$ cat config.mk
export PLATFORM = sky130hd
export DESIGN_NAME = pll_ctl_reg
export DESIGN_NICKNAME = d
export VERILOG_FILES = /design/src/rtl/pll_ctl_pkg.sv /design/src/rtl/pll_wr_decode.sv /design/src/rtl/pll_lock_timer.sv /design/src/rtl/pll_ratio_out.sv /design/src/rtl/pll_ctl_reg.sv
export SDC_FILE = /design/constraint.sdc
export NUM_CORES = 1
export LEC_CHECK = 0
export BUFFER_PORTS_ARGS = -buffer_cell sky130_fd_sc_hd__buf_2
export CORE_MARGIN = 5
export CORE_UTILIZATION = 30
export CTS_CLUSTER_DIAMETER = 50
export CTS_CLUSTER_SIZE = 30
export DETAILED_ROUTE_END_ITERATION = 10
export HOLD_SLACK_MARGIN = 0.05
export PLACE_DENSITY = 0.56
export SLEW_MARGIN = 25
export SYNTH_ARGS = -nofsm -noshare
export SYNTH_HDL_FRONTEND = slang
export SYNTH_SLANG_ARGS = --single-unit
$ cat constraint.sdc
create_clock -name clk -period 4.59 [get_ports clk]
set_input_delay 0.2295 -clock clk [delete_from_list [all_inputs] [get_ports clk]]
set_output_delay 0.2295 -clock clk [all_outputs]
set_load 0.01 [all_outputs]
$ cat src/rtl/pll_ctl_pkg.sv
// Package: pll_ctl_pkg
// Field positions, offsets and shared types for the PLL control word.
// Assumes a 32-bit register bus; positions are fixed by the software view.
package pll_ctl_pkg;

    localparam int DATA_W     = 32;
    localparam int MULT_LSB   = 23;
    localparam int MULT_W     = 9;
    localparam int PRE_LSB    = 18;
    localparam int PRE_W      = 5;
    localparam int OD_LSB     = 16;
    localparam int OD_W       = 2;
    localparam int STABLE_BIT = 10;
    localparam int BYPASS_BIT = 9;
    localparam int ENABLE_BIT = 8;
    localparam int MULT_OFS   = 2;
    localparam int PRE_OFS    = 2;

    // Output widths: one extra bit absorbs the stored-value offset
    localparam int MULT_OUT_W = MULT_W + 1;
    localparam int PRE_OUT_W  = PRE_W + 1;
    localparam int POST_OUT_W = 3;

    typedef enum logic [OD_W-1:0] {
        OD_DIV1 = 2'd0,
        OD_DIV2 = 2'd1,
        OD_BAD  = 2'd2,
        OD_DIV4 = 2'd3
    } od_code_t;

    typedef struct packed {
        logic [MULT_W-1:0] mult;
        logic [PRE_W-1:0]  prediv;
        od_code_t          od;
        logic              bypass;
        logic              enable;
    } pll_fields_t;

    // Map a legal output divider code to its divide ratio
    function automatic logic [POST_OUT_W-1:0] od_ratio(input od_code_t code);
        case (code)
            OD_DIV2: od_ratio = 3'd2;
            OD_DIV4: od_ratio = 3'd4;
            default: od_ratio = 3'd1;
        endcase
    endfunction

endpackage

$ cat src/rtl/pll_wr_decode.sv
// Module: pll_wr_decode
// Computes the next field values for a control write, rejects the illegal
// output divider code, and flags a restart of lock acquisition.
// Assumes it is purely combinational; the caller registers the results.
module pll_wr_decode
    import pll_ctl_pkg::*;
(
    input  pll_fields_t       cur,
    input  logic              hit,
    input  logic [DATA_W-1:0] wdata,
    output pll_fields_t       nxt,
    output logic              bad_code,
    output logic              restart
);

    od_code_t    od_req;
    logic        ratio_moved;

    // Purpose: slice the write word into fields, keeping the old code on a bad one
    always_comb begin
        od_req   = od_code_t'(wdata[OD_LSB +: OD_W]);
        bad_code = hit && (od_req == OD_BAD);
        nxt      = cur;
        if (hit) begin
            nxt.mult   = wdata[MULT_LSB +: MULT_W];
            nxt.prediv = wdata[PRE_LSB +: PRE_W];
            nxt.bypass = wdata[BYPASS_BIT];
            nxt.enable = wdata[ENABLE_BIT];
            if (od_req != OD_BAD) begin
                nxt.od = od_req;
            end
        end
    end

    // Purpose: decide whether lock must be reacquired after this write
    always_comb begin
        ratio_moved = (nxt.mult != cur.mult) || (nxt.prediv != cur.prediv) ||
                      (nxt.od != cur.od);
        restart     = hit && nxt.enable && (!cur.enable || ratio_moved);
    end

endmodule

$ cat src/rtl/pll_lock_timer.sv
// Module: pll_lock_timer
// Counts reference ticks after a restart and raises stable when the count
// completes. Assumes ref_tick is a one-cycle pulse in the clk domain and
// LOCK_TICKS >= 1.
module pll_lock_timer #(
    parameter int LOCK_TICKS = 256
) (
    input  logic clk,
    input  logic rst_n,
    input  logic en_nxt,
    input  logic restart,
    input  logic ref_tick,
    output logic stable
);

    localparam int CNT_W = $clog2(LOCK_TICKS + 1);
    localparam logic [CNT_W-1:0] LAST = CNT_W'(LOCK_TICKS - 1);

    logic [CNT_W-1:0] cnt;

    // Purpose: run the lock counter and hold the stable flag
    always_ff @(posedge clk) begin
        if (!rst_n) begin
            cnt    <= '0;
            stable <= 1'b0;
        end else if (!en_nxt || restart) begin
            cnt    <= '0;
            stable <= 1'b0;
        end else if (ref_tick && !stable) begin
            if (cnt == LAST) begin
                stable <= 1'b1;
            end else begin
                cnt <= cnt + 1'b1;
            end
        end
    end

    // stable only rises on a counted tick
    p_rise_on_tick_r5: assert property (@(posedge clk) disable iff (!rst_n)
        $rose(stable) |-> $past(ref_tick));

    // a restart leaves stable low on the next cycle
    p_restart_clears_r7: assert property (@(posedge clk) disable iff (!rst_n)
        restart |=> !stable);

endmodule

$ cat src/rtl/pll_ratio_out.sv
// Module: pll_ratio_out
// Turns stored fields into effective ratios for the downstream clock model,
// adding the field offsets and forcing 1:1 in bypass.
// Assumes the stored output divider code is never the illegal one.
module pll_ratio_out
    import pll_ctl_pkg::*;
(
    input  logic                  clk,
    input  logic                  rst_n,
    input  pll_fields_t           fld,
    output logic [MULT_OUT_W-1:0] mult,
    output logic [PRE_OUT_W-1:0]  prediv,
    output logic [POST_OUT_W-1:0] postdiv
);

    // Purpose: add offsets, decode the divider, and apply bypass
    always_comb begin
        if (fld.bypass) begin
            mult    = MULT_OUT_W'(1);
            prediv  = PRE_OUT_W'(1);
            postdiv = POST_OUT_W'(1);
        end else begin
            mult    = MULT_OUT_W'(fld.mult) + MULT_OUT_W'(MULT_OFS);
            prediv  = PRE_OUT_W'(fld.prediv) + PRE_OUT_W'(PRE_OFS);
            postdiv = od_ratio(fld.od);
        end
    end

    // bypass reports unity ratios
    p_bypass_unity_r8: assert property (@(posedge clk) disable iff (!rst_n)
        fld.bypass |-> (mult == 1 && prediv == 1 && postdiv == 1));

    // without bypass, ratios never fall below the offset
    p_offset_floor_r2: assert property (@(posedge clk) disable iff (!rst_n)
        !fld.bypass |-> (mult >= MULT_OUT_W'(MULT_OFS) && prediv >= PRE_OUT_W'(PRE_OFS)));

endmodule

$ cat src/rtl/pll_ctl_reg.sv
// Module: pll_ctl_reg (top)
// PLL control word with lock status plus a status word holding a sticky
// illegal-code flag. Assumes single-cycle bus writes and combinational reads.
module pll_ctl_reg
    import pll_ctl_pkg::*;
#(
    parameter int ADDR_W     = 6,
    parameter int CTRL_ADDR  = 4,
    parameter int STAT_ADDR  = 5,
    parameter int LOCK_TICKS = 256
) (
    input  logic                  clk,
    input  logic                  rst_n,
    input  logic                  ref_tick,
    input  logic [ADDR_W-1:0]     bus_addr,
    input  logic                  bus_we,
    input  logic [DATA_W-1:0]     bus_wdata,
    output logic [DATA_W-1:0]     bus_rdata,
    output logic [MULT_OUT_W-1:0] ratio_mult,
    output logic [PRE_OUT_W-1:0]  ratio_prediv,
    output logic [POST_OUT_W-1:0] ratio_postdiv
);

    localparam logic [ADDR_W-1:0] A_CTRL = ADDR_W'(CTRL_ADDR);
    localparam logic [ADDR_W-1:0] A_STAT = ADDR_W'(STAT_ADDR);

    pll_fields_t fld_q;
    pll_fields_t fld_nxt;
    logic        ctrl_hit;
    logic        stat_hit;
    logic        bad_code;
    logic        restart;
    logic        stable;
    logic        err_q;

    // Purpose: decode which word a write targets
    always_comb begin
        ctrl_hit = bus_we && (bus_addr == A_CTRL);
        stat_hit = bus_we && (bus_addr == A_STAT);
    end

    pll_wr_decode u_dec (
        .cur      (fld_q),
        .hit      (ctrl_hit),
        .wdata    (bus_wdata),
        .nxt      (fld_nxt),
        .bad_code (bad_code),
        .restart  (restart)
    );

    // Purpose: hold the writable control fields
    always_ff @(posedge clk) begin
        if (!rst_n) begin
            fld_q <= '{mult: '0, prediv: '0, od: OD_DIV1, bypass: 1'b0, enable: 1'b0};
        end else begin
            fld_q <= fld_nxt;
        end
    end

    // Purpose: keep the sticky illegal-code flag, set wins over clear
    always_ff @(posedge clk) begin
        if (!rst_n) begin
            err_q <= 1'b0;
        end else if (bad_code) begin
            err_q <= 1'b1;
        end else if (stat_hit && bus_wdata[0]) begin
            err_q <= 1'b0;
        end
    end

    pll_lock_timer #(.LOCK_TICKS(LOCK_TICKS)) u_lock (
        .clk      (clk),
        .rst_n    (rst_n),
        .en_nxt   (fld_nxt.enable),
        .restart  (restart),
        .ref_tick (ref_tick),
        .stable   (stable)
    );

    pll_ratio_out u_ratio (
        .clk     (clk),
        .rst_n   (rst_n),
        .fld     (fld_q),
        .mult    (ratio_mult),
        .prediv  (ratio_prediv),
        .postdiv (ratio_postdiv)
    );

    // Purpose: assemble read data; reserved bits and unmapped words read 0
    always_comb begin
        bus_rdata = '0;
        if (bus_addr == A_CTRL) begin
            bus_rdata[MULT_LSB +: MULT_W] = fld_q.mult;
            bus_rdata[PRE_LSB +: PRE_W]   = fld_q.prediv;
            bus_rdata[OD_LSB +: OD_W]     = fld_q.od;
            bus_rdata[STABLE_BIT]         = stable;
            bus_rdata[BYPASS_BIT]         = fld_q.bypass;
            bus_rdata[ENABLE_BIT]         = fld_q.enable;
        end else if (bus_addr == A_STAT) begin
            bus_rdata[0] = err_q;
        end
    end

    // the stored divider code is always a legal one
    p_od_legal_r3: assert property (@(posedge clk) disable iff (!rst_n)
        fld_q.od != OD_BAD);

    // an illegal code leaves the divider unchanged and raises the error
    p_bad_code_keeps_r4: assert property (@(posedge clk) disable iff (!rst_n)
        (ctrl_hit && bus_wdata[OD_LSB +: OD_W] == 2'd2) |=> ($stable(fld_q.od) && err_q));

    // the error flag holds until cleared
    p_err_sticky_r4: assert property (@(posedge clk) disable iff (!rst_n)
        (err_q && !(stat_hit && bus_wdata[0])) |=> err_q);

    // dropping enable drops stable at the same edge
    p_stable_off_r6: assert property (@(posedge clk) disable iff (!rst_n)
        $fell(fld_q.enable) |-> !stable);

    // stable is never seen while disabled
    p_stable_needs_en_r5: assert property (@(posedge clk) disable iff (!rst_n)
        stable |-> fld_q.enable);

endmodule

==> flow_summary.rst, run 1 <==
.. list-table::
   :header-rows: 1

   * - Metric
     - Value
   * - Beginning of the worst register-to-register path
     - u_lock.cnt[0]
   * - Clock-pin transition on the worst setup and hold timing paths
     - 0.07 ns
   * - Proportion of layout cells with a drive suffix above 1
     - 0.302
   * - Clock root buffer
     - sky130_fd_sc_hd__clkbuf_8
   * - Worst hold path stage count
     - 3
   * - GRT Total Usage
     - 0.115
   * - CTS buffer count
     - 5
   * - Crit path setup slack, layout
     - 2.46 ns
   * - TritonCTS sink count
     - 29
   * - Total wirelength of the detailed-routed design
     - 4.77 mm
   * - Largest incremental delay on the critical path
     - 0.49 ns
   * - Total setup buffers inserted after CTS
     - 0
   * - Post-route ant nets
     - 0
   * - # diodes
     - 0
   * - Clock buffer depth
     - 2
   * - Pre-CTS WS
     - 2.48 ns
   * - Width of the chip
     - 90.1 um
   * - Unrepaired setup endpoints after global routing
     - no
   * - Detailed-route wire length per cell
     - 13.1 um
   * - Final cycle utilization of the critical path
     - 0.465
   * - Slew Viols, Final
     - 0
   * - Vias post-DR
     - 1,669
   * - Number of distinct library cells after synthesis
     - 41
   * - Max stage delay cell, worst path
     - sky130_fd_sc_hd__nor3b_2
   * - 1st-iter DRT viols
     - 50
   * - Startpoint type of the worst setup path
     - flop
   * - Req. time, crit path
     - 4.74 ns
   * - Transition time at the pin with the least slew margin
     - 0.715 ns
   * - Hold Path Origin
     - bus_wdata[9]
   * - Final critical path time including I/O delays and setup
     - 2.13 ns
   * - Sequential cell area fraction in the yosys report
     - 0.302
   * - Overall overflow remaining after global route
     - 0
   * - Reg-to-Reg End
     - u_lock.cnt[5]
   * - Highest fanout seen on the critical path
     - 8
   * - Floorplan die height
     - 90.1 um
   * - Number of failing setup endpoints in the final timing report
     - 0
   * - Vias in the first global route
     - 1,665
   * - Worst-Skew Late Latency
     - 0.28 ns
   * - Synth Register Bits
     - 29
   * - Routability cong.
     - 0.758
   * - Filler instances
     - 662
   * - CORE AREA
     - 0.00628 mm2
   * - Count of cells resized by post-cts repair
     - 0
   * - Ordered cell list for the critical path
     - ha_1, nand2_1, nor2_1, ha_1, nor3b_2, and3_1, nand2_1, xor2_1, nor2_1
   * - Initial core utilization
     - 0.307
   * - Htree depth
     - 2
   * - Run status
     - finished, final reports clean
   * - Buffers added on ports
     - 67
   * - Final count of hold timing violations
     - 0
   * - Max-slew headroom at the worst pin
     - 0.523
   * - Pin count of the biggest net entering global routing
     - 22
   * - IR Drop Worst-Case VDD
     - 0.0877 mV
   * - Pre-antenna DRT Iters
     - 4
   * - Final HPWL from detailed placement
     - 3.63 mm
   * - Wire length of the first global-routing pass
     - 7.74 mm
   * - Layout Utilization
     - 0.375
   * - Number of nets at the end of the flow
     - 333
   * - Gate count after technology mapping
     - 223
   * - Data arrival time of the critical path
     - 2.29 ns
   * - Number of rows created at floorplan
     - 29
   * - Vias per Instance
     - 4.57
   * - Accumulated negative setup slack
     - 0 ns
   * - Antenna violations before repair
     - 0
   * - R2r setup slk
     - 2.46 ns
   * - Area growth from synthesis to final layout
     - 22.2%
   * - Highest clock frequency the design can meet
     - 469 MHz
   * - Worst clock skew on the final layout
     - 0.0120 ns
   * - Number of buffers inserted for hold repair after clock tree synthesis
     - 0
   * - Top-level port count
     - 93
   * - DIE AREA
     - 0.00812 mm2
   * - Hold Crit Endpoint
     - fld_q[1]
   * - Number of DRC violations after detailed routing
     - 0
   * - Total non-filler cell area in the finished layout
     - 0.00235 mm2
   * - Endpoint kind of the worst setup timing path
     - flop
   * - Power density cells
     - 222 mW/mm2
   * - Path type of the worst setup path
     - flop to flop
   * - Yosys synthesis warning count
     - 0
   * - Worst Hold Class
     - input port to flop
   * - Standby leakage power
     - 1.18 nW
   * - Number of cells on the worst reg-to-reg path
     - 9
   * - Mean instance size in the synthesized netlist
     - 8.63 um2
   * - TritonCTS clock tree
     - done
   * - Netlist area before placement
     - 0.00192 mm2
   * - Area post-placement
     - 0.00226 mm2
   * - Maximum Capacitance Violations
     - 0
area by class of cell:
type	count	area (um2)	area share
Inverter	5	18.8	0.00798
Tap cell	77	96.3	0.0410
Timing Repair Buffer	67	335	0.143
Clock inverter	2	13.8	0.00585
Clock buffer	6	82.6	0.0351
Sequential cell	29	581	0.247
Multi-Input combinational cell	179	1220	0.521
layer usage:
| layer | GRT usage | vias up | part of all wire |
|---|---|---|---|
| met5 | 0 | - | 0 |
| met2 | 0.193 | 56 | 0.46 |
| met3 | 0.0392 | 6 | 0.070 |
| met4 | 0.0261 | 0 | 0.0092 |
| li1 | - | 860 | - |
| met1 | 0.141 | 747 | 0.46 |
stage by stage:
step	cells	power, mW	hold WS [ns]
after floorplan	234	0.289	0.370
after global routing	365	0.542	0.206
final	365	0.522	0.192
after global placement	357	0.305	0.471
after CTS	365	0.531	0.185
after detailed placement	357	0.305	0.485
sequential cells by signal (all words and copies together), names as in the netlist:
signal / count
fld_q: 18
u_lock.cnt: 9
err_q: 1
u_lock.stable: 1
synth_stat cells, drive strengths merged:
cell type | count | area (um2)
ha | 4 | 50.1
nand4 | 5 | 31.3
clkbuf | 4 | 15.0
o21ai | 5 | 25.0
buf | 17 | 126
o211ai | 1 | 7.51
or3 | 3 | 18.8
nor3 | 1 | 16.3
a21boi | 1 | 7.51
nor3b | 2 | 25.0
and4 | 1 | 8.76
nand2 | 9 | 36.3
nor4b | 1 | 23.8
and2 | 17 | 106
and4b | 1 | 10.0
nor2 | 30 | 113
a211oi | 2 | 20.0
a2111oi | 1 | 8.76
dfxtp | 29 | 581
and3 | 4 | 25.0
a21oi | 6 | 30.0
inv | 5 | 18.8
nor4 | 5 | 52.6
or2 | 2 | 12.5
xor2 | 17 | 149
nand3 | 7 | 35.0
a31oi | 2 | 27.5
nor2b | 12 | 75.1
mux2i | 16 | 160
xnor2 | 9 | 78.8
or4b | 1 | 13.8
conb | 1 | 3.75
nand2b | 2 | 12.5
kinds of logic after synthesis:
logic type	Yosys count	synth area share
xor gates and xnor gates	26	0.118
AOI/OAI and AO/OA	18	0.0657
and+or+nand+nor	103	0.320
adders and majority gates	4	0.0260
muxes	16	0.0832
other	1	0.00195
buffers and inverters	26	0.0832
DFF	29	0.302
critical path, delay by kind of cell (launching register included):
family | cells | cell delay, ns
and+or+nand+nor | 6 | 1.06
xor gates and xnor gates | 1 | 0.13
adders and majority gates | 2 | 0.47
DFF | 1 | 0.34
cells in the final DEF (no fill, tap or decap), drive strengths merged:
cell type  instances
nor4               5
nand2b             2
nor2b             12
nor3               1
conb              12
and2              17
a31oi              2
and4               1
a21oi              6
nor4b              1
or2                2
and3               4
o21ai              5
nor3b              2
xnor2              9
clkinv             2
nand4              5
a2111oi            1
mux2i             16
buf               67
xor2              17
nor2              30
o211ai             1
nand3              7
inv                5
ha                 4
and4b              1
nand2              9
clkbuf             6
dfxtp             29
or3                3
a21boi             1
a211oi             2
or4b               1
how the worst max path moves through the flow:
stage	start	end	slack, ns
2_1_floorplan	u_lock.cnt[0]	u_lock.cnt[7]	2.76
3_3_place_gp	bus_addr[3]	u_lock.cnt[4]	2.52
3_5_place_dp	u_lock.cnt[0]	u_lock.cnt[5]	2.48
4_1_cts	u_lock.cnt[0]	u_lock.cnt[5]	2.45
5_1_grt	u_lock.cnt[0]	u_lock.cnt[3]	2.28
6_report	u_lock.cnt[0]	u_lock.cnt[5]	2.46
power by group:
group | total, mW | internal [mW] | switching, mW
clock network | 0.223 | 0.121 | 0.102
logic | 0.0457 | 0.0190 | 0.0267
registers | 0.253 | 0.252 | 0.00117
Note: power is estimated with default switching activity, not from simulation.
==> inputs of run 2 (changes only) <==
- clock period: 4.59 -> 2.1 ns (I/O delays scaled with it)
==> run 2 against run 1 <==
Count of clock-buffer cells in the layout is 1 higher. Sequential share of layout area is 0.29 points lower. Final cell count is 0.82% higher. Clock skew is 0.0064 ns lower. Critical endpoint is now ratio_mult[8].
==> flow_summary.rst, run 2 (synthesis gave the netlist of run 1 again) <==
.. list-table::
   :header-rows: 1

   * - Metric
     - Value
   * - Width of the chip
     - 90.1 um (unchanged)
   * - Wire length of the first global-routing pass
     - 7.81 mm (+0.89%)
   * - Count of cells resized by post-cts repair
     - 0 (unchanged)
   * - Run status
     - finished, final reports clean
   * - Final critical path time including I/O delays and setup
     - 1.78 ns
   * - Maximum Capacitance Violations
     - 0 (unchanged)
   * - Buffers added on ports
     - 67 (unchanged)
   * - Req. time, crit path
     - 2.00 ns (-2.74 ns)
   * - Worst-Skew Late Latency
     - 0.28 ns (about the same)
   * - Most common cell after layout, fill and taps aside
     - sky130_fd_sc_hd__buf_2
   * - PnR Total Power
     - 1.17 mW (+120%)
   * - Pre-antenna DRT Iters
     - 4 (unchanged)
   * - Number of buffers inserted for hold repair after clock tree synthesis
     - 0 (unchanged)
   * - Data arrival time of the critical path
     - 1.68 ns (-0.61 ns)
   * - Accumulated negative setup slack
     - 0 ns (unchanged)
   * - Highest clock frequency the design can meet
     - 562 MHz
   * - Area post-placement
     - 0.00228 mm2 (+1.0%)
   * - Clock-pin transition on the worst setup and hold timing paths
     - 0.07 ns (about the same)
   * - Unrepaired setup endpoints after global routing
     - no
   * - Clock root buffer
     - sky130_fd_sc_hd__clkbuf_8
   * - Clock buffer depth
     - 2 (unchanged)
   * - Transition time at the pin with the least slew margin
     - 0.710 ns (-0.00433 ns)
   * - Final cycle utilization of the critical path
     - 0.848
   * - Startpoint type of the worst setup path
     - flop
   * - Total setup buffers inserted after CTS
     - 0 (unchanged)
   * - Total non-filler cell area in the finished layout
     - 0.00238 mm2 (+1.2%)
   * - Biggest registers after layout
     - fld_q x18, u_lock.cnt x9
   * - Antenna violations before repair
     - 0 (unchanged)
   * - Final HPWL from detailed placement
     - 3.71 mm (+2.2%)
   * - CTS buffer count
     - 5 (unchanged)
   * - Flip-flop count of the largest register, all copies and words added
     - 18 (unchanged)
   * - Slew Viols, Final
     - 0 (unchanged)
   * - GRT Total Usage
     - 0.117 (+0.00179)
   * - DIE AREA
     - 0.00812 mm2 (unchanged)
   * - Overall overflow remaining after global route
     - 0 (unchanged)
   * - # diodes
     - 0 (unchanged)
   * - Pin count of the biggest net entering global routing
     - 20 (-9.1%)
   * - Register with the highest flop count
     - fld_q
   * - Number of rows created at floorplan
     - 29 (unchanged)
   * - CORE AREA
     - 0.00628 mm2 (unchanged)
   * - Vias post-DR
     - 1,674 (+0.30%)
   * - Proportion of layout cells with a drive suffix above 1
     - 0.309 (+0.00720)
   * - Number of DRC violations after detailed routing
     - 0 (unchanged)
   * - Initial core utilization
     - 0.307 (unchanged)
   * - Vias in the first global route
     - 1,638 (-1.6%)
   * - Routability cong.
     - 0.758 (-0.12%)
   * - Top-level port count
     - 93 (unchanged)
   * - Post-route ant nets
     - 0 (unchanged)
   * - TritonCTS sink count
     - 29 (unchanged)
   * - Highest-count cells in the layout ignoring fill and taps
     - sky130_fd_sc_hd__buf_2 (67), sky130_fd_sc_hd__nor2_1 (30), sky130_fd_sc_hd__dfxtp_1 (29), sky130_fd_sc_hd__xor2_1 (17), sky130_fd_sc_hd__and2_1 (17)
   * - Number of nets at the end of the flow
     - 336 (+0.90%)
   * - Endpoint kind of the worst setup timing path
     - primary output
   * - Total wirelength of the detailed-routed design
     - 4.83 mm (+1.1%)
   * - TritonCTS clock tree
     - done
   * - 1st-iter DRT viols
     - 32 (-36%)
   * - Htree depth
     - 2 (unchanged)
   * - Worst clock skew on the final layout
     - 0.00558 ns (-0.00643 ns)
   * - Area growth from synthesis to final layout
     - 23.7%
   * - Highest fanout seen on the critical path
     - 7 (-1)
   * - Number of failing setup endpoints in the final timing report
     - 0 (unchanged)
   * - Floorplan die height
     - 90.1 um (unchanged)
   * - Power density cells
     - 491 mW/mm2 (+120%)
   * - Worst Hold Class
     - input port to flop
   * - Vias per Instance
     - 4.55 (-0.52%)
   * - Path type of the worst setup path
     - flop to primary output
   * - IR Drop Worst-Case VDD
     - 0.313 mV (+260%)
   * - Detailed-route wire length per cell
     - 13.1 um (+0.24%)
   * - Final count of hold timing violations
     - 0 (unchanged)
   * - Standby leakage power
     - 1.19 nW (+1.5%)
   * - Max-slew headroom at the worst pin
     - 0.526 (+0.00289)
==> run 2: area by class of cell <==
cell class | instances | area [um2]
multi-input combinational | 179 | 1220
clock buffer | 7 | 96.3
inverter | 5 | 18.8
clock inverter | 1 | 5.00
tap | 77 | 96.3
fill | 679 | 3900
sequential | 29 | 581
timing repair buffer | 70 | 358
==> run 2: worst paths after layout <==
check	from	end	slack (ns)	depth (start not counted)
worst max-delay path	fld_q[12]	ratio_mult[8]	0.32	4
worst min-delay path	ref_tick	u_lock.stable	0.07	3
worst max register to register	u_lock.cnt[0]	u_lock.cnt[6]	0.39	9
worst min register to register	err_q	err_q	0.51	2
==> run 2: worst max-delay path: stages (launching register included) <==
cell and delay [ns]:
sky130_fd_sc_hd__dfxtp_1 0.46, sky130_fd_sc_hd__nand3_1 0.23, sky130_fd_sc_hd__or3_1 0.39, sky130_fd_sc_hd__a21oi_1 0.16
sky130_fd_sc_hd__buf_2 0.16
==> run 2: routing by layer <==
| metal | GRT usage | up-vias | wire [um] |
|---|---|---|---|
| met1 | 0.146 | 756 | 2130 |
| li1 | - | 858 | - |
| met5 | 0 | - | 0 |
| met4 | 0.0335 | 0 | 46 |
| met2 | 0.191 | 55 | 2280 |
| met3 | 0.0384 | 5 | 361 |
==> run 2: through the flow <==
stage               utilization  hold slack [ns]  setup slack (ns)  cells
floorplan                     -            0.245             0.266    234
global placement          0.363            0.346             0.391    360
detailed placement        0.363            0.354             0.388    360
CTS                       0.379           0.0608             0.299    368
global route              0.379           0.0805             0.164    368
finish                    0.379           0.0724             0.320    368
==> run 2: where the power goes <==
part           total, mW  switching, mW  internal, mW
registers          0.554        0.00255         0.551
logic              0.102         0.0592        0.0430
clock network      0.512          0.216         0.296
